<file path="src/rtl/pdt_pkg.sv">
package pdt_pkg;

  localparam int PD_W = 6;

  typedef struct packed {
    logic       scanned;
    logic [1:0] brk;
    logic       vec;
    logic       opc;
    logic       start;
  } pd_bits_t;

  localparam logic [1:0] BRK_NONE = 2'b00;
  localparam logic [1:0] BRK_CALL = 2'b01;
  localparam logic [1:0] BRK_RET  = 2'b10;
  localparam logic [1:0] BRK_JMP  = 2'b11;

  typedef enum logic [1:0] {IMM_NONE, IMM_B, IMM_Z} imm_kind_t;

  typedef struct packed {
    logic       modrm;
    imm_kind_t  imm;
    logic       vec;
    logic [1:0] brk;
    logic       is_jmp;
  } op_info_t;

  typedef enum logic [2:0] {
    SC_OPC, SC_MODRM, SC_DISP, SC_IMM, SC_SKIP, SC_DEAD
  } scan_st_t;

  function automatic logic is_prefix(input logic [7:0] b);
    case (b)
      8'h26, 8'h2E, 8'h36, 8'h3E, 8'h64, 8'h65,
      8'h66, 8'h67, 8'hF2, 8'hF3: is_prefix = 1'b1;
      default:                    is_prefix = 1'b0;
    endcase
  endfunction

endpackage

</file>
<file path="src/rtl/pdt_opclass.sv">
module pdt_opclass
  import pdt_pkg::*;
(
  input  logic [7:0] op,
  input  logic       opsz16,
  output op_info_t   info,
  output logic [2:0] imm_len
);

  always_comb begin
    info        = '0;
    info.imm    = IMM_NONE;
    info.vec    = 1'b1;
    info.brk    = BRK_NONE;
    if (op[7:6] == 2'b00 && op[2:1] != 2'b11) begin
      info.vec = 1'b0;
      case (op[2:0])
        3'd4:    info.imm   = IMM_B;
        3'd5:    info.imm   = IMM_Z;
        default: info.modrm = 1'b1;
      endcase
    end else if (op[7:5] == 3'b010) begin
      info.vec = 1'b0;
    end else if (op[7:4] == 4'h7) begin
      info.vec = 1'b0;
      info.imm = IMM_B;
    end else if (op[7:3] == 5'b10110) begin
      info.vec = 1'b0;
      info.imm = IMM_B;
    end else if (op[7:3] == 5'b10111) begin
      info.vec = 1'b0;
      info.imm = IMM_Z;
    end else begin
      case (op)
        8'h80, 8'h83: begin
          info.vec = 1'b0; info.modrm = 1'b1; info.imm = IMM_B;
        end
        8'h81: begin
          info.vec = 1'b0; info.modrm = 1'b1; info.imm = IMM_Z;
        end
        8'h88, 8'h89, 8'h8A, 8'h8B: begin
          info.vec = 1'b0; info.modrm = 1'b1;
        end
        8'h90: info.vec = 1'b0;
        8'hC3: begin
          info.vec = 1'b0; info.brk = BRK_RET;
        end
        8'hE8: begin
          info.vec = 1'b0; info.imm = IMM_Z; info.brk = BRK_CALL;
        end
        8'hEB: begin
          info.vec = 1'b0; info.imm = IMM_B; info.brk = BRK_JMP;
          info.is_jmp = 1'b1;
        end
        default: ;
      endcase
    end
  end

  always_comb begin
    case (info.imm)
      IMM_B:   imm_len = 3'd1;
      IMM_Z:   imm_len = opsz16 ? 3'd2 : 3'd4;
      default: imm_len = 3'd0;
    endcase
  end

endmodule

</file>
<file path="src/rtl/pdt_scan.sv">
module pdt_scan
  import pdt_pkg::*;
#(
  parameter int LINE_BYTES = 16,
  parameter int OFFW       = $clog2(LINE_BYTES)
) (
  input  logic            clk,
  input  logic            rst,
  input  logic            in_valid,
  input  logic [OFFW-1:0] in_off,
  input  logic [7:0]      in_byte,
  output pd_bits_t        bits
);

  localparam int TW = ((OFFW > 8) ? OFFW : 8) + 2;

  scan_st_t        st, st_n, cur;
  logic [2:0]      cnt, cnt_n, immp, immp_n;
  logic            osz, osz_n, pfx, pfx_n, jmp, jmp_n;
  logic [OFFW-1:0] res, res_n;
  logic            fresh, cur_pfx, cur_osz;
  op_info_t        info;
  logic [2:0]      imm_len;
  logic [2:0]      disp_len;
  logic            sib;
  logic signed [TW-1:0] nxt, tgt;

  assign fresh   = (in_off == '0) || (st == SC_SKIP && in_off == res);
  assign cur     = fresh ? SC_OPC : st;
  assign cur_pfx = fresh ? 1'b0 : pfx;
  assign cur_osz = fresh ? 1'b0 : osz;

  pdt_opclass u_cls (
    .op      (in_byte),
    .opsz16  (cur_osz),
    .info    (info),
    .imm_len (imm_len)
  );

  always_comb begin
    sib = (in_byte[7:6] != 2'b11) && (in_byte[2:0] == 3'b100);
    case (in_byte[7:6])
      2'b00:   disp_len = (in_byte[2:0] == 3'b101) ? 3'd4 : 3'd0;
      2'b01:   disp_len = 3'd1;
      2'b10:   disp_len = 3'd4;
      default: disp_len = 3'd0;
    endcase
    nxt = TW'(in_off) + TW'(1);
    tgt = nxt + TW'(signed'(in_byte));
  end

  always_comb begin
    st_n   = st;
    cnt_n  = cnt;
    immp_n = immp;
    osz_n  = osz;
    pfx_n  = pfx;
    jmp_n  = jmp;
    res_n  = res;
    bits   = '0;
    if (in_valid) begin
      case (cur)
        SC_OPC: begin
          bits.scanned = 1'b1;
          bits.start   = !cur_pfx;
          if (is_prefix(in_byte)) begin
            st_n  = SC_OPC;
            pfx_n = 1'b1;
            osz_n = cur_osz | (in_byte == 8'h66);
          end else begin
            bits.opc = 1'b1;
            bits.vec = info.vec;
            bits.brk = info.brk;
            pfx_n    = 1'b0;
            osz_n    = 1'b0;
            jmp_n    = info.is_jmp;
            if (info.modrm) begin
              st_n   = SC_MODRM;
              immp_n = imm_len;
            end else if (imm_len != 3'd0) begin
              st_n  = SC_IMM;
              cnt_n = imm_len;
            end else begin
              st_n = SC_OPC;
            end
          end
        end
        SC_MODRM: begin
          bits.scanned = 1'b1;
          if (sib) begin
            st_n = SC_OPC;
          end else if (disp_len != 3'd0) begin
            st_n  = SC_DISP;
            cnt_n = disp_len;
          end else if (immp != 3'd0) begin
            st_n  = SC_IMM;
            cnt_n = immp;
          end else begin
            st_n = SC_OPC;
          end
        end
        SC_DISP: begin
          bits.scanned = 1'b1;
          if (cnt == 3'd1) begin
            if (immp != 3'd0) begin
              st_n  = SC_IMM;
              cnt_n = immp;
            end else begin
              st_n = SC_OPC;
            end
          end else begin
            cnt_n = cnt - 3'd1;
          end
        end
        SC_IMM: begin
          bits.scanned = 1'b1;
          if (cnt == 3'd1) begin
            jmp_n = 1'b0;
            if (!jmp || tgt == nxt) begin
              st_n = SC_OPC;
            end else if (tgt > nxt && tgt < TW'(LINE_BYTES)) begin
              st_n  = SC_SKIP;
              res_n = tgt[OFFW-1:0];
            end else begin
              st_n = SC_DEAD;
            end
          end else begin
            cnt_n = cnt - 3'd1;
          end
        end
        default: bits = '0;
      endcase
    end
  end

  always_ff @(posedge clk) begin
    if (rst) begin
      st   <= SC_OPC;
      cnt  <= '0;
      immp <= '0;
      osz  <= 1'b0;
      pfx  <= 1'b0;
      jmp  <= 1'b0;
      res  <= '0;
    end else begin
      st   <= st_n;
      cnt  <= cnt_n;
      immp <= immp_n;
      osz  <= osz_n;
      pfx  <= pfx_n;
      jmp  <= jmp_n;
      res  <= res_n;
    end
  end


  dead_holds_in_line_chk: assert property (@(posedge clk) disable iff (rst)
    (st == SC_DEAD && in_valid && in_off != '0) |=> st == SC_DEAD);


  imm_count_steps_chk: assert property (@(posedge clk) disable iff (rst)
    (st == SC_IMM && in_valid && in_off != '0 && cnt > 3'd1)
      |=> (st == SC_IMM && cnt == $past(cnt) - 3'd1));


  skip_is_forward_chk: assert property (@(posedge clk) disable iff (rst)
    (st_n == SC_SKIP && st != SC_SKIP && in_valid) |=> res > $past(in_off));

endmodule

</file>
<file path="src/rtl/pdt_outreg.sv">
module pdt_outreg
  import pdt_pkg::*;
#(
  parameter int OFFW = 4
) (
  input  logic            clk,
  input  logic            rst,
  input  logic            in_valid,
  input  logic [OFFW-1:0] in_off,
  input  pd_bits_t        bits,
  output logic            pd_we,
  output logic [OFFW-1:0] pd_off,
  output logic [PD_W-1:0] pd_bits
);

  always_ff @(posedge clk) begin
    if (rst) begin
      pd_we   <= 1'b0;
      pd_off  <= '0;
      pd_bits <= '0;
    end else begin
      pd_we   <= in_valid;
      pd_off  <= in_off;
      pd_bits <= in_valid ? bits : '0;
    end
  end


  write_follows_byte_chk: assert property (@(posedge clk) disable iff (rst)
    in_valid |=> (pd_we && pd_off == $past(in_off)));


  idle_no_write_chk: assert property (@(posedge clk) disable iff (rst)
    !in_valid |=> !pd_we);


  line_head_start_chk: assert property (@(posedge clk) disable iff (rst)
    (in_valid && in_off == '0) |=> pd_bits[0]);


  branch_on_opcode_chk: assert property (@(posedge clk) disable iff (rst)
    (pd_we && pd_bits[4:3] != 2'b00) |-> pd_bits[1]);


  vec_on_opcode_chk: assert property (@(posedge clk) disable iff (rst)
    (pd_we && pd_bits[2]) |-> pd_bits[1]);

endmodule

</file>
<file path="src/rtl/predecode_tagger.sv">
module predecode_tagger
  import pdt_pkg::*;
#(
  parameter int LINE_BYTES = 16,
  parameter int OFFW       = $clog2(LINE_BYTES)
) (
  input  logic            clk,
  input  logic            rst,
  input  logic            in_valid,
  input  logic [OFFW-1:0] in_off,
  input  logic [7:0]      in_byte,
  output logic            pd_we,
  output logic [OFFW-1:0] pd_off,
  output logic [PD_W-1:0] pd_bits
);

  pd_bits_t tag;

  pdt_scan #(.LINE_BYTES(LINE_BYTES), .OFFW(OFFW)) u_scan (
    .clk      (clk),
    .rst      (rst),
    .in_valid (in_valid),
    .in_off   (in_off),
    .in_byte  (in_byte),
    .bits     (tag)
  );

  pdt_outreg #(.OFFW(OFFW)) u_out (
    .clk      (clk),
    .rst      (rst),
    .in_valid (in_valid),
    .in_off   (in_off),
    .bits     (tag),
    .pd_we    (pd_we),
    .pd_off   (pd_off),
    .pd_bits  (pd_bits)
  );

endmodule

</file>
<file path="config.mk">
export PLATFORM = sky130hd
export DESIGN_NAME = predecode_tagger
export DESIGN_NICKNAME = d
export VERILOG_FILES = /design/src/rtl/pdt_pkg.sv /design/src/rtl/pdt_opclass.sv /design/src/rtl/pdt_scan.sv /design/src/rtl/pdt_outreg.sv /design/src/rtl/predecode_tagger.sv
export SDC_FILE = /design/constraint.sdc
export NUM_CORES = 1
export LEC_CHECK = 0
export BUFFER_PORTS_ARGS = -buffer_cell sky130_fd_sc_hd__buf_2
export CAP_MARGIN = 20
export CELL_PAD_IN_SITES_DETAIL_PLACEMENT = 1
export CELL_PAD_IN_SITES_GLOBAL_PLACEMENT = 1
export CORE_MARGIN = 8
export CORE_UTILIZATION = 25
export DETAILED_ROUTE_END_ITERATION = 12
export HOLD_SLACK_MARGIN = 0.06
export PLACE_DENSITY_LB_ADDON = 0.1
export SYNTH_ARGS = -nofsm -noshare
export SYNTH_HDL_FRONTEND = slang
export SYNTH_SLANG_ARGS = --single-unit
</file>
<file path="constraint.sdc">
create_clock -name clk -period 7.4 [get_ports clk]
set_input_delay 0.37 -clock clk [delete_from_list [all_inputs] [get_ports clk]]
set_output_delay 0.37 -clock clk [all_outputs]
set_load 0.01 [all_outputs]
</file>
==> metrics <==
status=complete, no violations; ANT nets after route=0; Max Fclk=around 310 MHz; Worst Hold Class=in2reg; DRT iter0 DRCs=between 90 and 100; first-pass GRT wire length=about 12000 um; EDFF count, synth=0; Min Hold Slack=about 350 ps; Synth top cells by count=nor2_1, dfxtp_1, inv_1; total CTS buffers=3; most used flip-flop cell after synthesis=dfxtp_1; max-slew violations=0; vias in the first global route=around 2300; layout cell share with drive strength beyond 1=~13%; CTS resizes=0; drt total wl=7513 um; design area=between 2000 and 3000 um^2; Lkg Pwr=between 1 and 1.5 nW; top cells by area, synth=dfxtp_1, ha_1, nor2_1, mux2i_1, a21oi_1; CTS tree=yes; Max clock buf depth=2; Avg Inst Size Synth=between 7 and 8 um^2; Hold Buf Count CTS=0; die width=approximately 110 um; DRC Markers=0; final hold violations=0; post-route setup TNS=0 ps; HPWL after detailed placement=slightly below 6000 um; pin count of the biggest net entering global routing=26; Worst Max-Slew Pin Slew=between 600 and 700 ps; Req. time, crit path=about 7600 ps; Yosys reg bits=27; clk slew on worst S/H paths=roughly 110 ps; Crit Path Class=in2reg; RSZ-0062 raised after global routing=no; DR pass1 iterations=4; Synth Net Count=approximately 330; min setup slack post-route=around 4200 ps; Worst EP arrival=between 3000 and 4000 ps; GP Congestion=roughly 0.74; Via density=just over 5; Cell Area, Placed=about 2500 um^2; Setup crit start kind=input pin; Core Area=between 9000 and 10000 um^2; Synth Instances=slightly below 300; global route total overflow=0; Slew Limit Headroom=~58%; Yosys warning count=0; CTS sink count=27; Post-CTS Setup Inserts=0; period utilisation layout=between 40% and 50%; final clock skew=3.647 ps; Area Overhead vs Synth=12.16%; synth unique cells=61; leading area contributor after synthesis=dfxtp_1; H-Tree Depth=1; Layout Nets=between 300 and 400; number of port buffers=25; Synth top area share=approximately a quarter; Max VDD drop=roughly 0.000057 V; clk root buf=clkbuf_8; row count=35; routed len/inst=approximately 18 um; I/O pin cnt=26; Seq/Total Area, Yosys=around a quarter; antenna violations before repair=0; final setup fails=0; overall routing resource usage=between 10% and 20%; max_cap viols=0; PwrDens=approximately 150 nW/um^2; clk_lat worst skew=about 280 ps; Power, Total=between 0.3 and 0.4 mW; async set-or-reset flop fraction in the synthesized netlist=0%; Die ar.=about 12000 um^2; Synth Cell Area=approximately 2300 um^2; Die Height=111.6 um; Setup crit end kind=flop; Vias=~2200; Initial Util=around a quarter; ant diodes=0; most frequent cell after synthesis=nor2_1; fill cell count=1114; critical path peak fanout=5; pre-CTS setup slack=3840 ps; crit path time final=~3200 ps
## stage by stage
| stage | util (%) | std cells |
|---|---|---|
| CTS | 28.25 | 425 |
| global placement | 27.74 | 421 |
| global route | 28.25 | 425 |
| detailed placement | 27.74 | 421 |
| finish | 28.25 | 425 |
| floorplan | - | 294 |
## critical path: stages
cell and delay (ps):
buf_2 140, inv_1 90, ha_1 310, inv_1 70
fa_1 440, nand3b_1 200, nand2_1 90, xor2_1 80
ha_1 320, a21o_1 140, nor2_1 40, a211oi_1 200
o211ai_1 210, nor4_4 340, mux2_1 360
## report_power, final
group	switching, mW	total, mW	leakage (nW)	internal, mW
logic	0.0807	0.133	0.824	0.0526
registers	0.00699	0.158	0.220	0.151
clock network	0.0533	0.0912	0.0255	0.0379
total	0.141	0.383	1.07	0.242
## cell families (layout without fill, tap and decap cells)
group	after synthesis	in the layout	synth area share, %
simple gates	121	121	28.99
mux	13	13	5.808
xor+xnor	10	10	3.835
compound gates	76	76	22.85
buf+inv	30	50	5.205
fa+ha+maj	17	17	9.644
flops	27	27	23.67
## area by class of cell
| cell class | count | area (um^2) | share of cell area (%) |
|---|---|---|---|
| tap | 111 | 138.9 | 5.423 |
| clock inverter | 1 | 5.005 | 0.1954 |
| clock buffer | 3 | 41.29 | 1.612 |
| sequential | 27 | 540.5 | 21.10 |
| timing repair buffer | 27 | 140.1 | 5.471 |
| multi-input combinational | 237 | 1624 | 63.41 |
| inverter | 19 | 71.32 | 2.785 |
## state kept, by name (all words and copies together), names as in the netlist
name,flops
u_scan.pfx,1
u_out.pd_off,4
u_scan.cnt,3
u_scan.jmp,1
u_scan.st,3
u_scan.res,4
u_scan.osz,1
u_out.pd_we,1
u_scan.immp,3
u_out.pd_bits,6
## final timing paths
check	slack (ps)	start	depth (start not counted)	endpoint
max reg2reg	5180	u_scan.st[0]	6	u_out.pd_bits[3]
min	350	in_valid	2	u_scan.jmp
max	4170	in_off[0]	15	u_scan.res[1]
min reg2reg	500	u_scan.res[2]	2	u_scan.res[2]
## per-layer routing
layer | wire length (um) | part of all wire, % | vias up | global-route usage [%]
met5 | 0 | 0 | - | 0
met4 | 73 | 0.97 | 0 | 2.735
met3 | 194 | 2.6 | 6 | 1.786
met2 | 3381 | 45 | 29 | 19.31
met1 | 3863 | 51 | 1070 | 16.65
li1 | - | - | 1098 | -
## layout by cell type (no fill, tap or decap), types with 5 or more instances in the layout
master,instances
nor2_1,30
dfxtp_1,27
buf_2,25
inv_1,19
a21oi_1,17
o21ai_0,17
nand2_1,17
ha_1,16
nand3_1,11
nand2b_1,11
mux2i_1,11
nor3_1,11
nor2b_1,9
xor2_1,6
a21o_1,6
a211oi_1,5
Power figures use the tool's default switching activity.
